<file path="config.mk">
export PLATFORM = sky130hd
export DESIGN_NAME = sysctl_regs
export DESIGN_NICKNAME = d
export VERILOG_FILES = /design/src/rtl/sysctl_pkg.sv /design/src/rtl/sysctl_decode.sv /design/src/rtl/sysctl_setclr.sv /design/src/rtl/sysctl_lock.sv /design/src/rtl/sysctl_regs.sv
export SDC_FILE = /design/constraint.sdc
export NUM_CORES = 1
export LEC_CHECK = 0
export ABC_AREA = 1
export ABC_CLOCK_PERIOD_IN_PS = 2600
export BUFFER_PORTS_ARGS = -buffer_cell sky130_fd_sc_hd__buf_4
export CAP_MARGIN = 20
export CORE_ASPECT_RATIO = 1.5
export CORE_UTILIZATION = 50
export CTS_BUF_LIST = sky130_fd_sc_hd__clkbuf_4 sky130_fd_sc_hd__clkbuf_8 sky130_fd_sc_hd__clkbuf_16
export CTS_CLUSTER_DIAMETER = 30
export DETAILED_ROUTE_END_ITERATION = 8
export PLACE_DENSITY = 0.71
export SYNTH_ARGS = -nofsm -noshare
export SYNTH_HDL_FRONTEND = slang
export SYNTH_SLANG_ARGS = --single-unit
export TNS_END_PERCENT = 30
</file>
<file path="constraint.sdc">
create_clock -name clk -period 2.6 [get_ports clk]
set_clock_uncertainty 0.05 [all_clocks]
set_input_delay 0.26 -clock clk [delete_from_list [all_inputs] [get_ports clk]]
set_output_delay 0.26 -clock clk [all_outputs]
set_load 0.02 [all_outputs]
</file>
<file path="src/rtl/sysctl_pkg.sv">
package sysctl_pkg;

    localparam int unsigned OFF_OSC_BASE = 32'h0C;
    localparam int unsigned OFF_LOCK     = 32'h20;
    localparam int unsigned OFF_FLAGS    = 32'h30;
    localparam int unsigned OFF_FLAGS_CL = 32'h34;
    localparam int unsigned OFF_NV       = 32'h38;
    localparam int unsigned OFF_NV_CL    = 32'h3C;
    localparam int unsigned OFF_RSTCTL   = 32'h40;

    localparam logic [31:0] UNLOCK_KEY   = 32'h0000_A05F;
    localparam int unsigned LOCK_KEEP_W  = 15;
    localparam int unsigned LOCK_W       = 16;

    typedef enum logic [2:0] {
        SEL_NONE,
        SEL_OSC,
        SEL_LOCK,
        SEL_FLAGS,
        SEL_FLAGS_CLR,
        SEL_NV,
        SEL_NV_CLR,
        SEL_RSTCTL
    } sel_e;

    function automatic logic [LOCK_W-1:0] lock_next(input logic [31:0] wd);
        if (wd == UNLOCK_KEY)
            return UNLOCK_KEY[LOCK_W-1:0];
        return {1'b0, wd[LOCK_KEEP_W-1:0]};
    endfunction

endpackage

</file>
<file path="src/rtl/sysctl_decode.sv">
module sysctl_decode
    import sysctl_pkg::*;
#(
    parameter int ADDR_W    = 12,
    parameter int NUM_OSC   = 5,
    parameter int OSC_IDX_W = 3
) (
    input  logic [ADDR_W-1:0]    addr,
    input  logic                 is_write,
    output sel_e                 sel,
    output logic [OSC_IDX_W-1:0] osc_idx
);
    localparam logic [ADDR_W-1:0] A_LOCK   = ADDR_W'(OFF_LOCK);
    localparam logic [ADDR_W-1:0] A_FLAGS  = ADDR_W'(OFF_FLAGS);
    localparam logic [ADDR_W-1:0] A_FLGCL  = ADDR_W'(OFF_FLAGS_CL);
    localparam logic [ADDR_W-1:0] A_NV     = ADDR_W'(OFF_NV);
    localparam logic [ADDR_W-1:0] A_NVCL   = ADDR_W'(OFF_NV_CL);
    localparam logic [ADDR_W-1:0] A_RSTCTL = ADDR_W'(OFF_RSTCTL);

    always_comb begin
        sel     = SEL_NONE;
        osc_idx = '0;
        for (int i = 0; i < NUM_OSC; i++) begin
            if (addr == ADDR_W'(OFF_OSC_BASE + 4 * i)) begin
                sel     = SEL_OSC;
                osc_idx = OSC_IDX_W'(i);
            end
        end
        if (addr == A_LOCK)   sel = SEL_LOCK;
        if (addr == A_FLAGS)  sel = SEL_FLAGS;
        if (addr == A_NV)     sel = SEL_NV;
        if (addr == A_RSTCTL) sel = SEL_RSTCTL;
        // clear addresses are write-only; a read of them is a bad access
        if (addr == A_FLGCL && is_write) sel = SEL_FLAGS_CLR;
        if (addr == A_NVCL  && is_write) sel = SEL_NV_CLR;
    end
endmodule

</file>
<file path="src/rtl/sysctl_setclr.sv">
module sysctl_setclr #(
    parameter int W = 32
) (
    input  logic         clk,
    input  logic         rst,
    input  logic         set_en,
    input  logic         clr_en,
    input  logic         wipe,
    input  logic [W-1:0] bits,
    output logic [W-1:0] q
);
    always_ff @(posedge clk) begin
        if (rst || wipe) q <= '0;
        else if (clr_en) q <= q & ~bits;
        else if (set_en) q <= q | bits;
    end

    AST_SET_RAISES: assert property (@(posedge clk) disable iff (rst)
        (set_en && !clr_en && !wipe) |=> ((q & $past(bits)) == $past(bits)));
    AST_CLR_DROPS: assert property (@(posedge clk) disable iff (rst)
        (clr_en && !wipe) |=> ((q & $past(bits)) == '0));
endmodule

</file>
<file path="src/rtl/sysctl_lock.sv">
module sysctl_lock
    import sysctl_pkg::*;
(
    input  logic        clk,
    input  logic        rst,
    input  logic        wr_en,
    input  logic [31:0] wdata,
    output logic        unlocked,
    output logic [31:0] rd_word
);
    logic [LOCK_W-1:0] lock_q;

    always_ff @(posedge clk) begin
        if (rst)        lock_q <= '0;
        else if (wr_en) lock_q <= lock_next(wdata);
    end

    assign unlocked = (lock_q == UNLOCK_KEY[LOCK_W-1:0]);
    assign rd_word  = {15'd0, ~unlocked, lock_q};

    AST_KEY_OPENS: assert property (@(posedge clk) disable iff (rst)
        (wr_en && wdata == UNLOCK_KEY) |=> unlocked);
    AST_OTHER_CLOSES: assert property (@(posedge clk) disable iff (rst)
        (wr_en && wdata != UNLOCK_KEY) |=> !unlocked);
endmodule

</file>
<file path="src/rtl/sysctl_regs.sv">
module sysctl_regs
    import sysctl_pkg::*;
#(
    parameter int ADDR_W   = 12,
    parameter int DATA_W   = 32,
    parameter int NUM_OSC  = 5,
    parameter int RSTLVL_W = 8
) (
    input  logic              clk,
    input  logic              rst,
    input  logic              req_valid,
    input  logic              req_write,
    input  logic [ADDR_W-1:0] req_addr,
    input  logic [DATA_W-1:0] req_wdata,
    output logic              rsp_valid,
    output logic [DATA_W-1:0] rsp_rdata,
    output logic              rsp_err,
    output logic              board_rst_req
);
    localparam int OSC_IDX_W = (NUM_OSC > 1) ? $clog2(NUM_OSC) : 1;

    sel_e                 sel;
    logic [OSC_IDX_W-1:0] osc_idx;
    logic                 hit, wr_ok, rd_ok;
    logic                 unlocked;
    logic [31:0]          lock_rd;
    logic [DATA_W-1:0]    flags_q, nv_q, rd_mux;
    logic [RSTLVL_W-1:0]  rst_lvl_q;
    logic [DATA_W-1:0]    osc_q [NUM_OSC];
    logic                 rstctl_go;

    sysctl_decode #(.ADDR_W(ADDR_W), .NUM_OSC(NUM_OSC), .OSC_IDX_W(OSC_IDX_W)) u_dec (
        .addr(req_addr), .is_write(req_write), .sel(sel), .osc_idx(osc_idx)
    );

    assign hit       = (sel != SEL_NONE);
    assign wr_ok     = req_valid && req_write && hit;
    assign rd_ok     = req_valid && !req_write && hit;
    assign rstctl_go = wr_ok && (sel == SEL_RSTCTL) && unlocked;

    sysctl_lock u_lock (
        .clk(clk), .rst(rst),
        .wr_en(wr_ok && sel == SEL_LOCK),
        .wdata(req_wdata[31:0]),
        .unlocked(unlocked), .rd_word(lock_rd)
    );

    sysctl_setclr #(.W(DATA_W)) u_flags (
        .clk(clk), .rst(rst),
        .set_en(wr_ok && sel == SEL_FLAGS),
        .clr_en(wr_ok && sel == SEL_FLAGS_CLR),
        .wipe(rstctl_go), .bits(req_wdata), .q(flags_q)
    );

    sysctl_setclr #(.W(DATA_W)) u_nv (
        .clk(clk), .rst(rst),
        .set_en(wr_ok && sel == SEL_NV),
        .clr_en(wr_ok && sel == SEL_NV_CLR),
        .wipe(1'b0), .bits(req_wdata), .q(nv_q)
    );

    for (genvar i = 0; i < NUM_OSC; i++) begin : g_osc
        always_ff @(posedge clk) begin
            if (rst)
                osc_q[i] <= '0;
            else if (wr_ok && sel == SEL_OSC && unlocked && osc_idx == OSC_IDX_W'(i))
                osc_q[i] <= req_wdata;
        end

        AST_OSC_LOCKED_HOLD: assert property (@(posedge clk) disable iff (rst)
            !unlocked |=> $stable(osc_q[i]));
    end

    always_ff @(posedge clk) begin
        if (rst)            rst_lvl_q <= '0;
        else if (rstctl_go) rst_lvl_q <= req_wdata[RSTLVL_W-1:0];
    end

    always_comb begin
        case (sel)
            SEL_OSC:    rd_mux = osc_q[osc_idx];
            SEL_LOCK:   rd_mux = DATA_W'(lock_rd);
            SEL_FLAGS:  rd_mux = flags_q;
            SEL_NV:     rd_mux = nv_q;
            SEL_RSTCTL: rd_mux = DATA_W'(rst_lvl_q);
            default:    rd_mux = '0;
        endcase
    end

    always_ff @(posedge clk) begin
        if (rst) begin
            rsp_valid     <= 1'b0;
            rsp_err       <= 1'b0;
            rsp_rdata     <= '0;
            board_rst_req <= 1'b0;
        end else begin
            rsp_valid     <= req_valid;
            rsp_err       <= req_valid && !hit;
            rsp_rdata     <= rd_ok ? rd_mux : '0;
            board_rst_req <= rstctl_go;
        end
    end

    AST_RSP_FOLLOWS: assert property (@(posedge clk) disable iff (rst)
        req_valid |=> rsp_valid);
    AST_RSP_IDLE: assert property (@(posedge clk) disable iff (rst)
        !req_valid |=> !rsp_valid);
    AST_ERR_NO_DATA: assert property (@(posedge clk) disable iff (rst)
        rsp_err |-> (rsp_valid && rsp_rdata == '0));
    AST_PULSE_NEEDS_KEY: assert property (@(posedge clk) disable iff (rst)
        board_rst_req |-> $past(unlocked));
    AST_PULSE_KEEPS_NV: assert property (@(posedge clk) disable iff (rst)
        rstctl_go |=> $stable(nv_q));
endmodule

</file>
# Yosys cells after proc, flatten, opt, wreduce, memory -nomap -nowiden
# Memories as Yosys holds them, arrays and structs flattened.
# Index checks and enable logic that the tools add are counted.
[op_classes] eq_ne=24 mux=47 n_bitwise=12 reduce_logical=29
[ops] op="2-to-1 mux 32 bit" n=9
[ops] op="one-hot mux 32 bit (5 select lines)" n=1
[ops] op="AND 32 bit" n=2
[ops] op="OR 32 bit" n=2
[ops] op="equality test 12 x 6 -> 1 bit (second input constant)" n=5
[ops] op="equality test 12 x 5 -> 1 bit (second input constant)" n=4
[ops] op="equality test 32 x 16 -> 1 bit (second input constant)" n=1
[ops] op="2-to-1 mux 16 bit" n=2
[ops] op="NOT 32 bit" n=1
[ops] op="2-to-1 mux 1 bit" n=26
[ops] op="logical AND 1 bit" n=21
[ops] op="equality test 16 bit (second input constant)" n=1
[ops] op="equality test 3 bit (second input constant)" n=5
[ops] op="2-to-1 mux 3 bit" n=5
[ops] op="equality test 12 x 4 -> 1 bit (second input constant)" n=1
[ops] op="equality test 12 x 7 -> 1 bit (second input constant)" n=1
[ops] op="equality test 3 x 2 -> 1 bit (second input constant)" n=4
[ops] op="2-to-1 mux 2 bit" n=4
[ops] op="equality test 3 x 1 -> 1 bit (second input constant)" n=2
[ops] op="OR 1 bit" n=5
[ops] op="nonzero test 2 bit" n=2
[ops] op="zero test 3 bit" n=1
[ops] op="nonzero test 3 bit" n=1
[ops] op="zero test 1 bit" n=2
[ops] op="other kinds (3)" n=4
[word_totals] ff_bits=123 mem_bits_rw=160 inputBits=48 out_inout_bits=35 elab_cells=121 memories=1
[mem_list] name="osc_q" words=5 width=32 read_ports=1 rd_ports_with_merged_regs=0 wr=5 line="sysctl_regs.sv:29" source="logic [DATA_W-1:0] osc_q [NUM_OSC];"

# Longest topological paths before layout
# Gate-level depths: netlist of run 1.
[depth] word_depth=21 ltp_mapped=15

# Modules after synthesis
# A second synthesis of run 1 with hierarchy kept.
[hier_totals] cells_unflattened=1682 area_unflattened_um2=13162.6
[by_module_without_submodules] module="sysctl_regs" n_inst=1 cells_per_inst=1150 area_per_inst_um2=9557.9
[by_module_without_submodules] module="sysctl_setclr" n_inst=2 cells_per_inst=170 area_per_inst_um2=1238.7
[by_module_without_submodules] module="sysctl_lock" n_inst=1 cells_per_inst=128 area_per_inst_um2=860.8
[by_module_without_submodules] module="sysctl_decode" n_inst=1 cells_per_inst=64 area_per_inst_um2=266.5

# Worst setup path after synthesis of run 1
# Ideal clock, no wire load.
[synth_path] path_type="input-to-reg" startpoint="input req_addr[11]" endpoint="memory osc_q[3][0] (enable)" setup_time_ns=0.389 t_arrival_ns=2.256 slack_ns=-0.096 stages=11 n_path_buf=0 cell_sequence="nor2_1 -> nand2_2 -> nor2_4 -> nand2_1 -> inv_2 -> nor2_1 -> nand4_4 -> nand3_4 -> nor2_8 -> nand2_1 -> nand2_1"
[synth_lines] element="from (decl)" line="sysctl_regs.sv:13" source="input logic [ADDR_W-1:0] req_addr,"
[synth_lines] element="to (decl)" line="sysctl_regs.sv:29"

==> impl_metrics.json, run 1 <==
{
  "layoutNonFillerInstCount": 2079,
  "synth_top_flop_cell": "edfxtp_1",
  "holdWs_ns": 0.108,
  "r2r_slack_ns": 0.19,
  "antenna_cells": 0,
  "yosysWarnings": 0,
  "worst_slack_ns": 0.186,
  "seq_area_um2": 7270,
  "place_inst": 1969,
  "wl_met2_um": 20800,
  "path_clk_slew_ns": 0.06,
  "clock_latency_ns": 0.55,
  "fp.dieH_um": 201,
  "drt-met1-wl_um": 14200,
  "ioPinCount": 83,
  "ir_worst_vdd_v": 0.000527,
  "cts_made_buffers": 42,
  "slew_violations": 0,
  "avgRoutedWirePerCell_um": 19.4,
  "grt_first_pass_wirelength_um": 62800,
  "crit_required_ns": 2.93,
  "worstMarginPinSlew_ns": 0.694,
  "top_layer_used": "met4",
  "max_freq_ghz": 0.414,
  "hold_start": "req_addr[5]",
  "maxCapViolations": 0,
  "pre_cts_ws_ns": -0.0104,
  "ys_ff_latch": 283,
  "relSlewSlack": 0.537,
  "drt_iter0_drc": 1002,
  "hold_path_depth": 4,
  "synth_xor_area_frac": 0,
  "multiInputGateArea_um2": 4640,
  "antenna_left": 0,
  "synth_cell_type_count": 32,
  "vias": 11400,
  "hold_end": "board_rst_req",
  "synth.avg_cell_area_um2": 8.40,
  "cts_tree": "done",
  "gp_congestion": 1.03,
  "power_density_nw_per_um2": 684,
  "dpl.hpwl_um": 26700,
  "finalCriticalPeriod_ns": 2.41,
  "grt_max_degree": 47,
  "worstSetupStartpointType": "flop",
  "dr_wl_met3_um": 2230,
  "synth_top_family_by_area": "simple AND/OR/NAND/NOR gates",
  "gr-usage-all-layers": 0.309,
  "p_leak_nw": 6.77,
  "fillers": 2090,
  "syn_nets": 1622,
  "r2r-start": "u_lock.lock_q[7]",
  "r2r_end": "osc_q[2][25]",
  "fin_crit_sh": 0.928,
  "rows": 72,
  "cp.arrival_ns": 2.74,
  "rr_worst_depth": 7,
  "port-buffer-count": 82,
  "wirelength_um": 40300,
  "grt_pass1_vias": 11800,
  "nNetsFinal": 1762,
  "hold_viol_final": 0,
  "outcome": "completed",
  "via_per_inst": 5.51,
  "layout-drive-gt1-share": 0.176,
  "core_um2": 25900,
  "die_w_um": 135,
  "final_common_cell": "nor2_1",
  "die_area_um2": 27100,
  "synth_edf_count": 160,
  "end_kind": "flop",
  "synth.area.mux_share": 0,
  "crit_type": "flop to flop",
  "synth_compound_area_frac": 0.0739,
  "antenna_found_initial": 0,
  "rsz0062_at_grt": "false",
  "synth_cells": 1574,
  "start_util": 0.511,
  "syn_to_final_growth_pct": 22.6,
  "clock-sinks": 283,
  "cts-root-buf": "clkbuf_16",
  "mostFrequentLayoutCells": "283 x nor2_1, 245 x nand2_1, 225 x inv_1, 160 x edfxtp_1, 131 x nand3_1",
  "firstDrtPassIters": 5,
  "synth_fa_ha_area_frac": 0,
  "utilization": 0.627,
  "clock_path_buffers": 3,
  "setup_violations": 0,
  "remaining_drc_errors": 0,
  "synth-simple-area-share": 0.276,
  "cts_max_level": 2,
  "hold_path_class": "input port to flop",
  "synth-async-reset-ratio": 0,
  "ys_seq_area_frac": 0.550,
  "worstPathMaxFanout": 32,
  "synth_area_um2": 13200,
  "overflow": 0
}
synth_stat cells (10+ instances only):
library cell,number,area [um^2]
nor2_1,285,1070
buf_1,10,37.5
nand2_1,248,931
buf_2,15,75.1
dfxtp_1,123,2460
nand4_1,53,332
buf_6,15,169
edfxtp_1,160,4800
or2_2,57,357
inv_2,12,45.0
nand3_1,131,656
inv_1,225,845
a211oi_1,13,97.6
o21ai_0,35,175
o211ai_1,17,128
o21ai_1,29,145
o22ai_1,17,106
clkbuf_1,36,135
a21oi_1,56,280
power by group:
group	internal, mW	switching (mW)
clock network	3.57	2.19
logic	0.163	0.317
registers	4.81	0.0228
total	8.55	2.53
cell families after synthesis:
kind of cell    after synthesis
flops                       283
buf+inv                     315
compound gates              172
simple gates                804
layer usage:
metal  global-route usage  vias to the layer above
met4                0.239                        0
met3               0.0469                      147
met5                    0                        -
met1                0.329                     5448
met2                0.541                      447
li1                     -                     5407
per-stage QoR:
stage          area [um^2]  total power, mW  setup TNS, ns
2_1_floorplan        13200             5.11          -8.94
3_3_place_gp         14400             5.35              0
3_5_place_dp         14400             5.36        -0.0104
4_1_cts              16200             11.1              0
5_1_grt              16200             11.4              0
6_report             16200             11.1              0
worst max-delay path by stage:
stage                                 start           end  slack, ns  cells after the start
after floorplan                req_addr[11]   osc_q[1][0]      -0.09                     11
after global placement          req_addr[7]  osc_q[3][23]       0.04                     12
after detailed placement        req_addr[0]  osc_q[2][25]      -0.01                     12
after CTS                 u_lock.lock_q[15]  osc_q[2][25]       0.20                      8
after global routing       u_lock.lock_q[7]   osc_q[3][1]       0.03                      7
final                      u_lock.lock_q[7]  osc_q[2][25]       0.19                      7
layout make-up:
cell class,count,area share
inverters,238,0.0551
flip-flops and latches,283,0.448
well taps,333,0.0257
repair buffers,173,0.0954
clock buffers,45,0.0666
multi-input cells,976,0.286
clock inverters,31,0.0223
critical path: stages (launching register included):
cell	delay, ns
dfxtp_1	0.34
nor4_1	0.33
nand2_1	0.12
nor2_1	0.31
nand3_4	0.16
nor2_8	0.26
nand3_4	0.41
nor2_1	0.24
what timing repair did:
| action | CTS | global route |
|---|---|---|
| resized for setup | 0 | 0 |
| hold buffers | 34 | 0 |
| buffers inserted | 0 | 0 |
| hold endpoints to repair | 51 | 0 |
Note: power is estimated with default switching activity, not from simulation.
==> inputs of run 2 (changes only) <==
--- a/config.mk
+++ b/config.mk
@@ -6,7 +6,7 @@
 export NUM_CORES = 1
 export LEC_CHECK = 0
 export ABC_AREA = 1
-export ABC_CLOCK_PERIOD_IN_PS = 2600
+export ABC_CLOCK_PERIOD_IN_PS = 3100
 export BUFFER_PORTS_ARGS = -buffer_cell sky130_fd_sc_hd__buf_4
 export CAP_MARGIN = 20
 export CORE_ASPECT_RATIO = 1.5
@@ -14,7 +14,7 @@
 export CTS_BUF_LIST = sky130_fd_sc_hd__clkbuf_4 sky130_fd_sc_hd__clkbuf_8 sky130_fd_sc_hd__clkbuf_16
 export CTS_CLUSTER_DIAMETER = 30
 export DETAILED_ROUTE_END_ITERATION = 8
-export PLACE_DENSITY = 0.71
+export PLACE_DENSITY = 0.69
 export SYNTH_ARGS = -nofsm -noshare
 export SYNTH_HDL_FRONTEND = slang
 export SYNTH_SLANG_ARGS = --single-unit
==> constraint.sdc (replaced) <==
create_clock -name clk -period 3.1 [get_ports clk]
set_clock_uncertainty 0.05 [all_clocks]
set_input_delay 0.31 -clock clk [delete_from_list [all_inputs] [get_ports clk]]
set_output_delay 0.31 -clock clk [all_outputs]
set_load 0.02 [all_outputs]
==> run 2 against run 1 <==
Register-to-register slack improved by 0.51 ns. Power down 20%. Sequential share of layout area increased by 2.0 points. Fmax rose by 0.59%. Sequential cell count is the same. Critical path depth increased by 1. Non-clock buffer count shrank 57. Via count fell by 4.3%. Die area is the same. Largest power group unchanged. Highest routed layer unchanged.
==> impl_metrics.json, run 2 (synthesis gave the netlist of run 1 again) <==
{
  "ioPinCount": 83,
  "place_inst": 1940,
  "path_cells": "inv_1 -> nor4_1 -> nand2_1 -> nor2_1 -> nand3_4 -> nor2_8 -> nand3_4 -> nor2_1",
  "grtUsageMet3": 0.0451,
  "final_common_cell": "nor2_1",
  "cts_tree": "done",
  "clock_path_buffers": 3,
  "timing.setup.tns_ns": 0,
  "firstDrtPassIters": 6,
  "dpl.hpwl_um": 26000,
  "via_per_inst": 5.43,
  "outcome": "completed",
  "antenna_cells": 0,
  "p_leak_nw": 6.45,
  "port-buffer-count": 82,
  "syn_to_final_growth_pct": 17.5,
  "vias": 11000,
  "end_kind": "flop",
  "nNetsFinal": 1703,
  "crit_path_max_incr_delay_ns": 0.39,
  "path_clk_slew_ns": 0.05,
  "grt_use_met2": 0.479,
  "drt_iter0_drc": 964,
  "ir_worst_vdd_v": 0.000511,
  "gp_congestion": 0.937,
  "busiest_layer": "met2",
  "max_freq_ghz": 0.417,
  "clock-sinks": 283,
  "worstPathMaxFanout": 32,
  "clock_latency_ns": 0.53,
  "remaining_drc_errors": 0,
  "relSlewSlack": 0.574,
  "grt.met1_usage": 0.349,
  "maxCapViolations": 0,
  "grt_max_degree": 47,
  "start_util": 0.511,
  "cts-root-buf": "clkbuf_16",
  "die_w_um": 135,
  "worstSetupStartpointType": "flop",
  "avgRoutedWirePerCell_um": 18.6,
  "fp.dieH_um": 201,
  "overflow": 0,
  "antenna_found_initial": 0,
  "rows": 72,
  "crit_type": "flop to flop",
  "crit_slowest_cell": "nand3_4",
  "layoutNonFillerInstCount": 2019,
  "grt_first_pass_wirelength_um": 58200,
  "cts_max_level": 2,
  "gr-usage-all-layers": 0.285,
  "crit_required_ns": 3.41,
  "hold_viol_final": 0,
  "cts-resized-gates": 0,
  "mostFrequentLayoutCells": "283 x nor2_1, 247 x nand2_1, 225 x inv_1, 160 x edfxtp_1, 131 x nand3_1",
  "cts_made_buffers": 40,
  "fin_crit_sh": 0.774,
  "core_um2": 25900,
  "wirelength_um": 37600,
  "antenna_left": 0,
  "cp.arrival_ns": 2.71,
  "setup_violations": 0,
  "power_density_nw_per_um2": 570,
  "die_area_um2": 27100,
  "finalCriticalPeriod_ns": 2.40,
  "worstMarginPinSlew_ns": 0.636,
  "hold_path_class": "input port to flop",
  "post-cts-setup-buffer-count": 0,
  "slew_violations": 0,
  "grt_pass1_vias": 10400,
  "rsz0062_at_grt": "false",
  "layout-drive-gt1-share": 0.161
}
==> run 2: changes by cell type in the layout (fill, tap and decap cells not counted), sizes merged <==
cell / previous run / this run
dlygate4sd3: 34 / 6
clkbuf: 45 / 56
clkinv: 12 / 9
inv: 247 / 241
buf: 139 / 110
bufinv: 5 / 2
clkinvlp: 5 / 3
==> run 2: per-layer routing <==
layer  routed length, um  share of wire  vias to the layer above
li1                    -              -                     5291
met1               15000           0.40                     5168
met2               18600           0.49                      414
met3                2330          0.062                       88
met4                1750          0.046                        0
met5                   0              0                        -
==> run 2: critical path, delay by kind of cell (launching register included) <==
| family | cells | cell delay [ns] |
|---|---|---|
| buf+inv | 1 | 0.07 |
| flops | 1 | 0.32 |
| simple gates | 7 | 1.77 |
==> run 2: worst paths after layout <==
check / start / cells after the start / slack [ns] / to
max: u_lock.lock_q[13] / 8 / 0.70 / osc_q[3][1]
min: req_wdata[26] / 3 / 0.01 / flop
max reg2reg: u_lock.lock_q[13] / 8 / 0.70 / osc_q[3][1]
min reg2reg: flop / 2 / 0.40 / flop
==> run 2: area by class of cell <==
cell class	count	area (um^2)
fill	2283	10300
sequential	283	7270
multi-input combinational	976	4640
clock buffer	56	1150
timing repair buffer	116	998
inverter	238	893
tap	333	417
clock inverter	17	163
==> run 2: repair_timing <==
action,4_1_cts,5_1_grt
hold buffers,6,0
endpoints found under the hold margin,7,0
endpoints found under the setup margin,0,0
==> run 2: where the power goes <==
group / internal (mW) / switching [mW] / total (mW)
Combinational: 0.0995 / 0.245 / 0.344
Sequential: 4.04 / 0.0189 / 4.06
Clock: 2.78 / 1.67 / 4.45
Total: 6.91 / 1.93 / 8.85
==> run 2: stage by stage <==
step	worst slack (ns)	total power [mW]	util	hold slack, ns	area [um^2]
global route	0.542	9.07	0.601	0.0135	15500
CTS	0.694	8.88	0.601	0.000137	15500
detailed placement	0.413	4.47	0.547	0.390	14200
finish	0.700	8.85	0.601	0.0149	15500
floorplan	0.354	4.28	-	0.378	13200
global placement	0.456	4.46	0.547	0.385	14200
